## config.mk

```make
export PLATFORM = sky130hd
export DESIGN_NAME = timer_pwm16
export DESIGN_NICKNAME = d
export VERILOG_FILES = /design/src/rtl/tmr_pkg.sv /design/src/rtl/tmr_mode_decode.sv /design/src/rtl/tmr_cmp_bank.sv /design/src/rtl/tmr_count_core.sv /design/src/rtl/tmr_wave_out.sv /design/src/rtl/timer_pwm16.sv
export SDC_FILE = /design/constraint.sdc
export NUM_CORES = 1
export LEC_CHECK = 0
export ABC_AREA = 0
export ABC_CLOCK_PERIOD_IN_PS = 3200
export BUFFER_PORTS_ARGS = -buffer_cell sky130_fd_sc_hd__buf_2
export CAP_MARGIN = 20
export CORE_MARGIN = 2
export CORE_UTILIZATION = 45
export DETAILED_ROUTE_END_ITERATION = 16
export PLACE_DENSITY = 0.7
export SYNTH_ARGS = -nofsm -noshare
export SYNTH_HDL_FRONTEND = slang
export SYNTH_SLANG_ARGS = --single-unit
```

## constraint.sdc

```tcl
create_clock -name clk -period 3.2 [get_ports clk]
set_input_delay 0 -clock clk [delete_from_list [all_inputs] [get_ports clk]]
set_output_delay 0 -clock clk [all_outputs]
set_load 0.03 [all_outputs]
```

## src/rtl/tmr_pkg.sv

```systemverilog
`timescale 1ns/1ps
package tmr_pkg;

  typedef enum logic [2:0] {TS_MAX, TS_FIX8, TS_FIX9, TS_FIX10, TS_CMPA, TS_CAPT} top_src_e;
  typedef enum logic [1:0] {SH_SAW, SH_FAST, SH_DUAL} shape_e;
  typedef enum logic [1:0] {UP_NOW, UP_TOP, UP_BOT} upd_e;
  typedef enum logic [1:0] {FL_MAX, FL_TOP, FL_BOT} flg_e;

  typedef struct packed {
    top_src_e top_src;
    shape_e   shape;
    upd_e     upd;
    flg_e     flg;
    logic     hold;
  } mode_cfg_t;

  // Mode number to counter behaviour; code 13 freezes the counter.
  function automatic mode_cfg_t decode_mode(input logic [3:0] m);
    mode_cfg_t c;
    c = '{top_src: TS_MAX, shape: SH_SAW, upd: UP_NOW, flg: FL_MAX, hold: 1'b0};
    case (m)
      4'd1, 4'd2, 4'd3: begin
        c.top_src = top_src_e'({1'b0, m[1:0]});
        c.shape   = SH_DUAL;
        c.upd     = UP_TOP;
        c.flg     = FL_BOT;
      end
      4'd4: c.top_src = TS_CMPA;
      4'd5, 4'd6, 4'd7: begin
        c.top_src = top_src_e'({1'b0, m[1:0]});
        c.shape   = SH_FAST;
        c.upd     = UP_BOT;
        c.flg     = FL_TOP;
      end
      4'd8, 4'd9, 4'd10, 4'd11: begin
        c.top_src = m[0] ? TS_CMPA : TS_CAPT;
        c.shape   = SH_DUAL;
        c.upd     = m[1] ? UP_TOP : UP_BOT;
        c.flg     = FL_BOT;
      end
      4'd12: c.top_src = TS_CAPT;
      4'd13: c.hold = 1'b1;
      4'd14, 4'd15: begin
        c.top_src = m[0] ? TS_CMPA : TS_CAPT;
        c.shape   = SH_FAST;
        c.upd     = UP_BOT;
        c.flg     = FL_TOP;
      end
      default: ;
    endcase
    return c;
  endfunction

endpackage

```

## src/rtl/tmr_mode_decode.sv

```systemverilog
`timescale 1ns/1ps
module tmr_mode_decode
  import tmr_pkg::*;
#(
  parameter int CTRL_W = 8,
  parameter int LO_POS = 0,
  parameter int HI_POS = 3
) (
  input  logic [CTRL_W-1:0] ctrl_a,
  input  logic [CTRL_W-1:0] ctrl_b,
  output mode_cfg_t         cfg
);
  localparam logic [CTRL_W-1:0] LO_MASK = CTRL_W'(3) << LO_POS;
  localparam logic [CTRL_W-1:0] HI_MASK = CTRL_W'(3) << HI_POS;

  logic [3:0] mode_num;
  logic       unused_ctrl_bits;

  assign mode_num = {ctrl_b[HI_POS+1:HI_POS], ctrl_a[LO_POS+1:LO_POS]};
  assign cfg      = decode_mode(mode_num);
  assign unused_ctrl_bits = ^{ctrl_a & ~LO_MASK, ctrl_b & ~HI_MASK};
endmodule

```

## src/rtl/tmr_cmp_bank.sv

```systemverilog
`timescale 1ns/1ps
module tmr_cmp_bank
  import tmr_pkg::*;
#(
  parameter int CNT_W = 16
) (
  input  logic             clk,
  input  logic             rst,
  input  mode_cfg_t        cfg,
  input  logic             cmp_wr,
  input  logic [CNT_W-1:0] cmp_wdata,
  input  logic             cap_wr,
  input  logic [CNT_W-1:0] cap_wdata,
  input  logic             upd_stb,
  output logic [CNT_W-1:0] cmp_act,
  output logic [CNT_W-1:0] top_val
);
  localparam logic [CNT_W-1:0] TOP_FULL = '1;
  localparam logic [CNT_W-1:0] TOP_B8   = CNT_W'(255);
  localparam logic [CNT_W-1:0] TOP_B9   = CNT_W'(511);
  localparam logic [CNT_W-1:0] TOP_B10  = CNT_W'(1023);

  logic [CNT_W-1:0] cmp_buf_q, cmp_act_q, cap_q;

  always_ff @(posedge clk) begin
    if (rst) begin
      cmp_buf_q <= '0;
      cmp_act_q <= '0;
      cap_q     <= '0;
    end else begin
      if (cmp_wr) cmp_buf_q <= cmp_wdata;
      if (cmp_wr && cfg.upd == UP_NOW) cmp_act_q <= cmp_wdata;
      else if (upd_stb)                cmp_act_q <= cmp_buf_q;
      if (cap_wr) cap_q <= cap_wdata;
    end
  end

  always_comb begin
    case (cfg.top_src)
      TS_FIX8:  top_val = TOP_B8;
      TS_FIX9:  top_val = TOP_B9;
      TS_FIX10: top_val = TOP_B10;
      TS_CMPA:  top_val = cmp_act_q;
      TS_CAPT:  top_val = cap_q;
      default:  top_val = TOP_FULL;
    endcase
  end

  assign cmp_act = cmp_act_q;
endmodule

```

## src/rtl/tmr_count_core.sv

```systemverilog
`timescale 1ns/1ps
module tmr_count_core
  import tmr_pkg::*;
#(
  parameter int CNT_W = 16
) (
  input  logic             clk,
  input  logic             rst,
  input  logic             tick,
  input  mode_cfg_t        cfg,
  input  logic [CNT_W-1:0] top_val,
  input  logic [CNT_W-1:0] cmp_val,
  output logic [CNT_W-1:0] cnt,
  output logic             cnt_up,
  output logic             ovf_stb,
  output logic             match_stb,
  output logic             upd_stb,
  output logic             wrap_stb
);
  localparam logic [CNT_W-1:0] ONE  = CNT_W'(1);
  localparam logic [CNT_W-1:0] FULL = '1;

  logic [CNT_W-1:0] cnt_q, cnt_d;
  logic             up_q, up_d;
  logic             step, is_dual;
  logic             at_top, turn_top, turn_bot;
  logic             evt_top, evt_bot, evt_max;

  assign step     = tick && !cfg.hold;
  assign is_dual  = (cfg.shape == SH_DUAL);
  assign at_top   = (cnt_q == top_val);
  assign turn_top = up_q && (cnt_q >= top_val);
  assign turn_bot = !up_q && (cnt_q == '0);
  assign evt_top  = is_dual ? turn_top : at_top;
  assign evt_bot  = is_dual ? turn_bot : at_top;
  assign evt_max  = (cnt_q == FULL);

  always_comb begin
    cnt_d = cnt_q;
    up_d  = up_q;
    if (is_dual) begin
      if (turn_top) begin
        cnt_d = (cnt_q == '0) ? '0 : cnt_q - ONE;
        up_d  = 1'b0;
      end else if (turn_bot) begin
        cnt_d = (top_val == '0) ? '0 : ONE;
        up_d  = 1'b1;
      end else begin
        cnt_d = up_q ? cnt_q + ONE : cnt_q - ONE;
      end
    end else begin
      cnt_d = at_top ? '0 : cnt_q + ONE;
      up_d  = 1'b1;
    end
  end

  always_comb begin
    case (cfg.flg)
      FL_MAX:  ovf_stb = step && evt_max;
      FL_TOP:  ovf_stb = step && evt_top;
      default: ovf_stb = step && evt_bot;
    endcase
    case (cfg.upd)
      UP_TOP:  upd_stb = step && evt_top;
      UP_BOT:  upd_stb = step && evt_bot;
      default: upd_stb = 1'b0;
    endcase
  end

  assign match_stb = step && (cnt_q == cmp_val);
  assign wrap_stb  = step && evt_bot;

  always_ff @(posedge clk) begin
    if (rst) begin
      cnt_q <= '0;
      up_q  <= 1'b1;
    end else if (step) begin
      cnt_q <= cnt_d;
      up_q  <= up_d;
    end
  end

  assign cnt    = cnt_q;
  assign cnt_up = up_q;
endmodule

```

## src/rtl/tmr_wave_out.sv

```systemverilog
`timescale 1ns/1ps
module tmr_wave_out
  import tmr_pkg::*;
(
  input  logic   clk,
  input  logic   rst,
  input  shape_e shape,
  input  logic   cnt_up,
  input  logic   ovf_stb,
  input  logic   match_stb,
  input  logic   wrap_stb,
  output logic   pwm_out,
  output logic   ovf_pulse,
  output logic   match_pulse
);
  logic pwm_q;

  always_ff @(posedge clk) begin
    if (rst) begin
      pwm_q       <= 1'b0;
      ovf_pulse   <= 1'b0;
      match_pulse <= 1'b0;
    end else begin
      ovf_pulse   <= ovf_stb;
      match_pulse <= match_stb;
      case (shape)
        SH_FAST: begin
          if (wrap_stb)       pwm_q <= 1'b1;
          else if (match_stb) pwm_q <= 1'b0;
        end
        SH_DUAL: if (match_stb) pwm_q <= !cnt_up;
        default: if (match_stb) pwm_q <= !pwm_q;
      endcase
    end
  end

  assign pwm_out = pwm_q;
endmodule

```

## src/rtl/timer_pwm16.sv

```systemverilog
`timescale 1ns/1ps
module timer_pwm16
  import tmr_pkg::*;
#(
  parameter int CNT_W  = 16,
  parameter int CTRL_W = 8
) (
  input  logic              clk,
  input  logic              rst,
  input  logic              tick,
  input  logic [CTRL_W-1:0] ctrl_a,
  input  logic [CTRL_W-1:0] ctrl_b,
  input  logic              cmp_wr,
  input  logic [CNT_W-1:0]  cmp_wdata,
  input  logic              cap_wr,
  input  logic [CNT_W-1:0]  cap_wdata,
  output logic [CNT_W-1:0]  count,
  output logic              ovf_pulse,
  output logic              match_pulse,
  output logic              pwm_out
);
  mode_cfg_t        cfg;
  logic [CNT_W-1:0] cmp_act, top_val;
  logic             cnt_up, ovf_stb, match_stb, upd_stb, wrap_stb;

  tmr_mode_decode #(.CTRL_W(CTRL_W), .LO_POS(0), .HI_POS(3)) u_dec (
    .ctrl_a (ctrl_a),
    .ctrl_b (ctrl_b),
    .cfg    (cfg)
  );

  tmr_cmp_bank #(.CNT_W(CNT_W)) u_regs (
    .clk       (clk),
    .rst       (rst),
    .cfg       (cfg),
    .cmp_wr    (cmp_wr),
    .cmp_wdata (cmp_wdata),
    .cap_wr    (cap_wr),
    .cap_wdata (cap_wdata),
    .upd_stb   (upd_stb),
    .cmp_act   (cmp_act),
    .top_val   (top_val)
  );

  tmr_count_core #(.CNT_W(CNT_W)) u_core (
    .clk       (clk),
    .rst       (rst),
    .tick      (tick),
    .cfg       (cfg),
    .top_val   (top_val),
    .cmp_val   (cmp_act),
    .cnt       (count),
    .cnt_up    (cnt_up),
    .ovf_stb   (ovf_stb),
    .match_stb (match_stb),
    .upd_stb   (upd_stb),
    .wrap_stb  (wrap_stb)
  );

  tmr_wave_out u_wave (
    .clk         (clk),
    .rst         (rst),
    .shape       (cfg.shape),
    .cnt_up      (cnt_up),
    .ovf_stb     (ovf_stb),
    .match_stb   (match_stb),
    .wrap_stb    (wrap_stb),
    .pwm_out     (pwm_out),
    .ovf_pulse   (ovf_pulse),
    .match_pulse (match_pulse)
  );
endmodule

```

==> impl_metrics.ini, run 1 <==
[cts]
cts.sinks = 68
cts_max_level = 3
clock-root-buffer = clkbuf_8
clk_latency_ps = 370
ctsLongestPathBuffers = 2
path_clk_slew_ps = 80
cts_tree = yes
numCtsBuffers = 9

[routing]
remaining_drc_errors = 0
vias = 5210
drt_iter0_markers = 389
wl_per_cell_um = 18.0
drt-total-wl_um = 15600
ant_nets = 0
dr.pass1.iters = 5
viasPerCell = 6.02

[global_route]
grt_overflow_total = 0
grt_max_degree = 71
grt_pass1_wl_um = 24000
grt_pass1_vias = 4777
antenna_found_initial = 0
grt_use_total_pct = 26.5

[power]
p_leak_nw = 2.62
report.power.total_mw = 2.56
max-vdd-ir-drop_v = 0.000279
power.density_nw_per_um2 = 408

[logic_synthesis]
synthFlopType = dfxtp_1
synth_cell_types = 65
synth_area_um2 = 4850
synth_edf_count = 0
async_flop_share_pct = 0
synthCells = 607
synth_nets = 684
avgSynthCellArea_um2 = 8.00
ys_seq_area_share_pct = 28.0
yosys_warnings = 0
ys_ff_latch = 68

[floorplanning]
initial_core_util_pct = 46.6
io_pins = 72
dieArea_um2 = 11600
core_um2 = 10400
rows = 37
fp.dieH_um = 108
die_x_um = 108

[timing]
fmax_mhz = 322
fin_crit_sh_pct = 97.0
tightestPinTransition_ps = 794
slew_headroom_pct = 47.0
setup_viol = 0
finClkSkew_ps = 13.8
hold_viol = 0
slew_violations = 0
post-route-min-period_ps = 3100

[setup_path]
cp_num_buf_inv = 3
cp_top_family = compound AO/OA/AOI/OAI gates
crit_start = u_regs.cap_q[15]
reg2reg_to = u_regs.cmp_act[7]
worstPathMaxFanout = 8
setup.worst_path.end_class = flop
required_ps = 3450
start_kind = flop
crit_path_end = u_regs.cmp_act[7]
crit_chain = a21oi_1 > o21ai_0 > a21oi_1 > ha_1 > nand4_1 > buf_4 > a2111oi_1 > buf_4 > o41ai_2 > nor2_1 > a31oi_2 > buf_6 > a221o_1
worst_path_max_delay_cell = a2111oi_1
r2r.worst_path.cells = 13
arrival_ps = 3360
slowest_delay_ps = 380
critPathKind = reg -> reg
critical_path_depth = 13
r2r-start = u_regs.cap_q[15]
rrSetupSlack_ps = 100

[finish]
area_growth_pct = 29.2
layout.nets = 802
n_antenna_cell = 0
stdcell_area_um2 = 6270
nFillCells = 906
layout-drive-gt1-share_pct = 23.4
multi_input_area_um2 = 3280
seq_area_um2 = 1360

[min_path]
hold_class = in -> reg
worstHoldStart = cap_wr

[run]
maxCapViolCount = 0

[placement]
dp_hpwl_um = 11300
gp_congestion = 0.991
numPortBuffers = 59
placed_cell_area_um2 = 5630

[outcome]
status = completed
## Yosys cell counts (all sizes together) (16+ instances only)
library cell | n | area, um^2
clkbuf | 28 | 105
xnor2 | 20 | 175
a21oi | 68 | 340
nor2 | 61 | 229
inv | 18 | 67.6
buf | 24 | 120
dfxtp | 68 | 1360
a221o | 16 | 160
nand4 | 29 | 181
nor3b | 16 | 120
mux2i | 34 | 340
nand2 | 29 | 109
ha | 24 | 300
## registers in the layout (all words and copies together) (netlist names)
name and cells:
u_regs.cap_q 16, u_regs.cmp_act 16, u_core.cnt_up 1, u_wave.ovf_pulse 1
u_regs.cmp_buf_q 16, u_core.cnt 16, u_wave.pwm_out 1, u_wave.match_pulse 1
## what timing repair did
item,in CTS,in global routing
gates resized for setup,0,21
setup buffers,0,1
endpoints found under the setup margin,0,31
endpoints found under the hold margin,32,0
hold buffers,32,0
## where the power goes
group | switching, mW | internal [mW] | total [mW]
clock network | 0.353 | 0.439 | 0.791
logic | 0.443 | 0.364 | 0.806
registers | 0.0567 | 0.901 | 0.958
total | 0.852 | 1.70 | 2.56
## worst register-to-register path, cell delays in order, from the launching register on
cell and delay, ps:
dfxtp_1 340, a21oi_1 70, o21ai_0 200, a21oi_1 100, ha_1 340, nand4_1 190
buf_4 220, a2111oi_1 380, buf_4 180, o41ai_2 80, nor2_1 250, a31oi_2 180
buf_6 170, a221o_1 290
## cell families after synthesis
logic type               after synthesis  synth area share [%]
AND/OR/NAND/NOR                      225                  25.5
AO/OA/AOI/OAI                        164                  23.1
buffers and inverters                 70                  6.03
flip-flops                            68                  28.0
multiplexers                          35                  7.32
adder cells (fa/ha/maj)               24                  6.19
XOR/XNOR                              21                  3.79
## worst min path at each step
stage / endpoint / slack (ps) / cells after the start
final: u_regs.cap_q[5] / 170 / 3
after detailed placement: u_regs.cap_q[6] / 240 / 3
after global placement: u_regs.cap_q[9] / 240 / 3
after CTS: u_regs.cap_q[6] / 170 / 3
after global routing: u_regs.cap_q[1] / 200 / 3
after floorplan: u_regs.cap_q[4] / 150 / 2
## layout make-up
| cell class | instances | share of cell area (%) |
|---|---|---|
| Clock inverter | 6 | 1.42 |
| Clock buffer | 10 | 2.04 |
| Inverter | 18 | 1.08 |
| Multi-Input combinational cell | 469 | 52.3 |
| Timing Repair Buffer | 159 | 18.7 |
| Tap cell | 136 | 2.71 |
| Sequential cell | 68 | 21.7 |
## per-stage QoR
stage | worst slack (ps) | instances | TNS (ps) | hold slack (ps) | utilization [%]
2_1_floorplan | 235 | 607 | 0 | 147 | -
3_3_place_gp | -8.25 | 816 | -30.5 | 235 | 54.0
3_5_place_dp | -67.0 | 817 | -1260 | 241 | 54.1
4_1_cts | 18.4 | 865 | 0 | 166 | 59.2
5_1_grt | -36.2 | 866 | -339 | 200 | 60.2
6_report | 95.5 | 866 | 0 | 170 | 60.2
## cell usage in the layout (no fill, tap or decap), types with 7 or more instances in the layout
cell type,netlist,final
nand4_1,29,29
a21oi_1,68,68
buf_4,3,62
nor3_1,14,14
and2_1,12,12
a22oi_1,8,8
buf_2,15,59
inv_1,18,17
ha_1,24,24
dfxtp_1,68,67
xnor2_1,20,20
a221o_1,16,16
a211oi_1,11,11
nor4_1,7,7
nand2_1,29,29
o21ai_0,15,15
nor3b_1,16,16
nand3_1,10,10
clkbuf_8,0,9
mux2i_1,34,34
dlygate4sd3_1,0,32
nand2b_1,11,11
nor2_1,61,59
## per-layer routing
| layer | routed length, um | GRT usage (%) | vias up |
|---|---|---|---|
| met3 | 1140 | 5.08 | 36 |
| met2 | 7280 | 42.3 | 242 |
| met1 | 6780 | 35.4 | 2432 |
| met4 | 420 | 9.98 | 0 |
| li1 | - | - | 2500 |
| met5 | 0 | 0 | - |
No activity file was read; power rests on OpenSTA's default activity.
==> inputs of run 2 (changes only) <==
--- a/config.mk
+++ b/config.mk
@@ -11,8 +11,10 @@
 export CAP_MARGIN = 20
 export CORE_MARGIN = 2
 export CORE_UTILIZATION = 45
+export CTS_CLUSTER_SIZE = 30
 export DETAILED_ROUTE_END_ITERATION = 16
 export PLACE_DENSITY = 0.7
+export SETUP_SLACK_MARGIN = 0.1
 export SYNTH_ARGS = -nofsm -noshare
 export SYNTH_HDL_FRONTEND = slang
 export SYNTH_SLANG_ARGS = --single-unit
==> run 2 against run 1 <==
- power rose by 0.89%
- first-iteration DRC count grew 5.4%
- non-clock buffer count rose by 2
- largest power group unchanged
- critical path depth is 1 higher
- cell area increased by 1.3%
- routed wire length increased by 0.28%
- via count increased by 0.71%
==> impl_metrics.ini, run 2 (same netlist as run 1, synthesis figures left out) <==
[outcome]
status = completed

[timing]
slew_headroom_pct = 46.3
tightestPinTransition_ps = 804
slew_violations = 0
post-route-min-period_ps = 3030
fmax_mhz = 330
setup_viol = 0
timing.final.ws_setup_ps = 173
hold_viol = 0
finClkSkew_ps = 15.2
fin_crit_sh_pct = 94.6
rsz0062_at_grt = yes
fin_tns_setup_ps = 0

[power]
intPower_mw = 1.72
power_frac_comb_pct = 32.2
swShare_pct = 33.5
p_leak_nw = 2.64
power.density_nw_per_um2 = 406
power.switching_mw = 0.863
clkPwrFrac_pct = 30.6
pwr-share-seq_pct = 37.2
max-vdd-ir-drop_v = 0.000283
report.power.total_mw = 2.58

[placement]
dp_hpwl_um = 11300
numPortBuffers = 59
placed_cells = 817
gp_congestion = 0.991
detailedPlace.worstSlack_ps = -67.0
placed_cell_area_um2 = 5630

[run]
maxCapViolCount = 0

[routing]
dr.pass1.iters = 5
vias = 5247
drt-total-wl_um = 15700
viasPerCell = 6.04
ant_nets = 0
wl_per_cell_um = 18.1
remaining_drc_errors = 0
drt_iter0_markers = 410

[finish]
layout.nets = 804
fin_cells = 868
stdcell_area_um2 = 6350
nFillCells = 894
layout-drive-gt1-share_pct = 24.9
n_antenna_cell = 0
area_growth_pct = 30.8
most-common-layout-cells = 67 x dfxtp_1, 65 x a21oi_1, 62 x buf_4
final_common_cell = dfxtp_1

[global_route]
grt_pass1_vias = 4779
grt_max_degree = 71
grt_pass1_wl_um = 24000
grt_overflow_total = 0
grt_use_total_pct = 26.5
antenna_found_initial = 0

[cts]
numCtsBuffers = 9
cts.sinks = 68
clk_latency_ps = 360
cts_tree = yes
clock-root-buffer = clkbuf_8
ctsLongestPathBuffers = 2
cts_max_level = 3
path_clk_slew_ps = 80

[min_path]
min_path_cells = 3
hold_class = in -> reg
worstHoldStart = cap_wr

[floorplanning]
io_pins = 72
core_um2 = 10400
dieArea_um2 = 11600
die_x_um = 108
fp.dieH_um = 108
rows = 37
initial_core_util_pct = 46.6

[setup_path]
critPathKind = reg -> reg
setup.worst_path.end_class = flop
worst_path_max_delay_cell = or4_4
r2r.worst_path.cells = 14
cp_common_cell = nor2_1
rrSetupSlack_ps = 170
required_ps = 3450
crit_chain = inv_2 > a21oi_2 > nor2_1 > nor2_1 > nor2b_2 > ha_1 > nand4_1 > or4_4 > nor2_4 > a22o_1 > a211o_2 > a31oi_2 > buf_6 > a221o_1
slowest_delay_ps = 600
worstPathMaxFanout = 8
reg2reg_to = u_regs.cmp_act[7]
start_kind = flop
r2r-start = u_regs.cmp_act[8]
crit_start = u_regs.cmp_act[8]
crit_path_end = u_regs.cmp_act[7]
arrival_ps = 3270
## run 2: worst max-delay path, delay by kind of cell (launching register included)
family | cells | cell delay, ps
DFF | 1 | 340
and+or+nand+nor | 6 | 1200
buffers and inverters | 2 | 230
adders and majority gates | 1 | 270
AOI/OAI and AO/OA | 5 | 860
## run 2: metal layers
layer	vias up	part of all wire [%]	wire length, um	track usage (%)
li1	2501	-	-	-
met1	2483	43	6680	35.4
met2	230	47	7350	42.4
met3	33	7.9	1240	5.08
met4	0	2.6	408	9.98
met5	-	0	0	0
## run 2: worst min-delay path by stage
| stage | endpoint |
|---|---|
| after global placement | u_regs.cap_q[9] |
| after detailed placement | u_regs.cap_q[6] |
| final | u_regs.cap_q[5] |
| after CTS | u_regs.cap_q[6] |
| after floorplan | u_regs.cap_q[4] |
| after global routing | u_regs.cap_q[1] |
## run 2: power groups by stage
| stage | logic, mW | registers, mW | clock network [mW] |
|---|---|---|---|
| floorplan | 0.458 | 0.979 | 0 |
| global placement | 0.714 | 0.973 | 0 |
| detailed placement | 0.736 | 0.975 | 0 |
| CTS | 0.772 | 0.955 | 0.803 |
| global route | 0.895 | 0.963 | 0.829 |
| finish | 0.830 | 0.958 | 0.790 |
## run 2: repair_timing
item                                    in CTS  in global routing
hold buffers                                32                  0
hold endpoints to repair                    32                  0
setup buffers                                1                  2
gates resized for setup                      2                 34
endpoints found under the setup margin      28                 31
pin swaps                                    1                 10
## run 2: metrics by stage
stage	hold WS [ps]	util, %
floorplan	147	-
global placement	235	54.0
detailed placement	241	54.1
CTS	166	59.4
global route	200	61.0
finish	176	61.0
## run 2: cell type report
type                            instances  area [um^2]  share of cell area (%)
Tap cell                              136          170                    2.68
Sequential cell                        68         1360                    21.5
Timing Repair Buffer                  161         1200                    18.9
Inverter                               18         67.6                    1.06
Clock inverter                          6         88.8                    1.40
Multi-Input combinational cell        469         3340                    52.5
Clock buffer                           10          128                    2.01
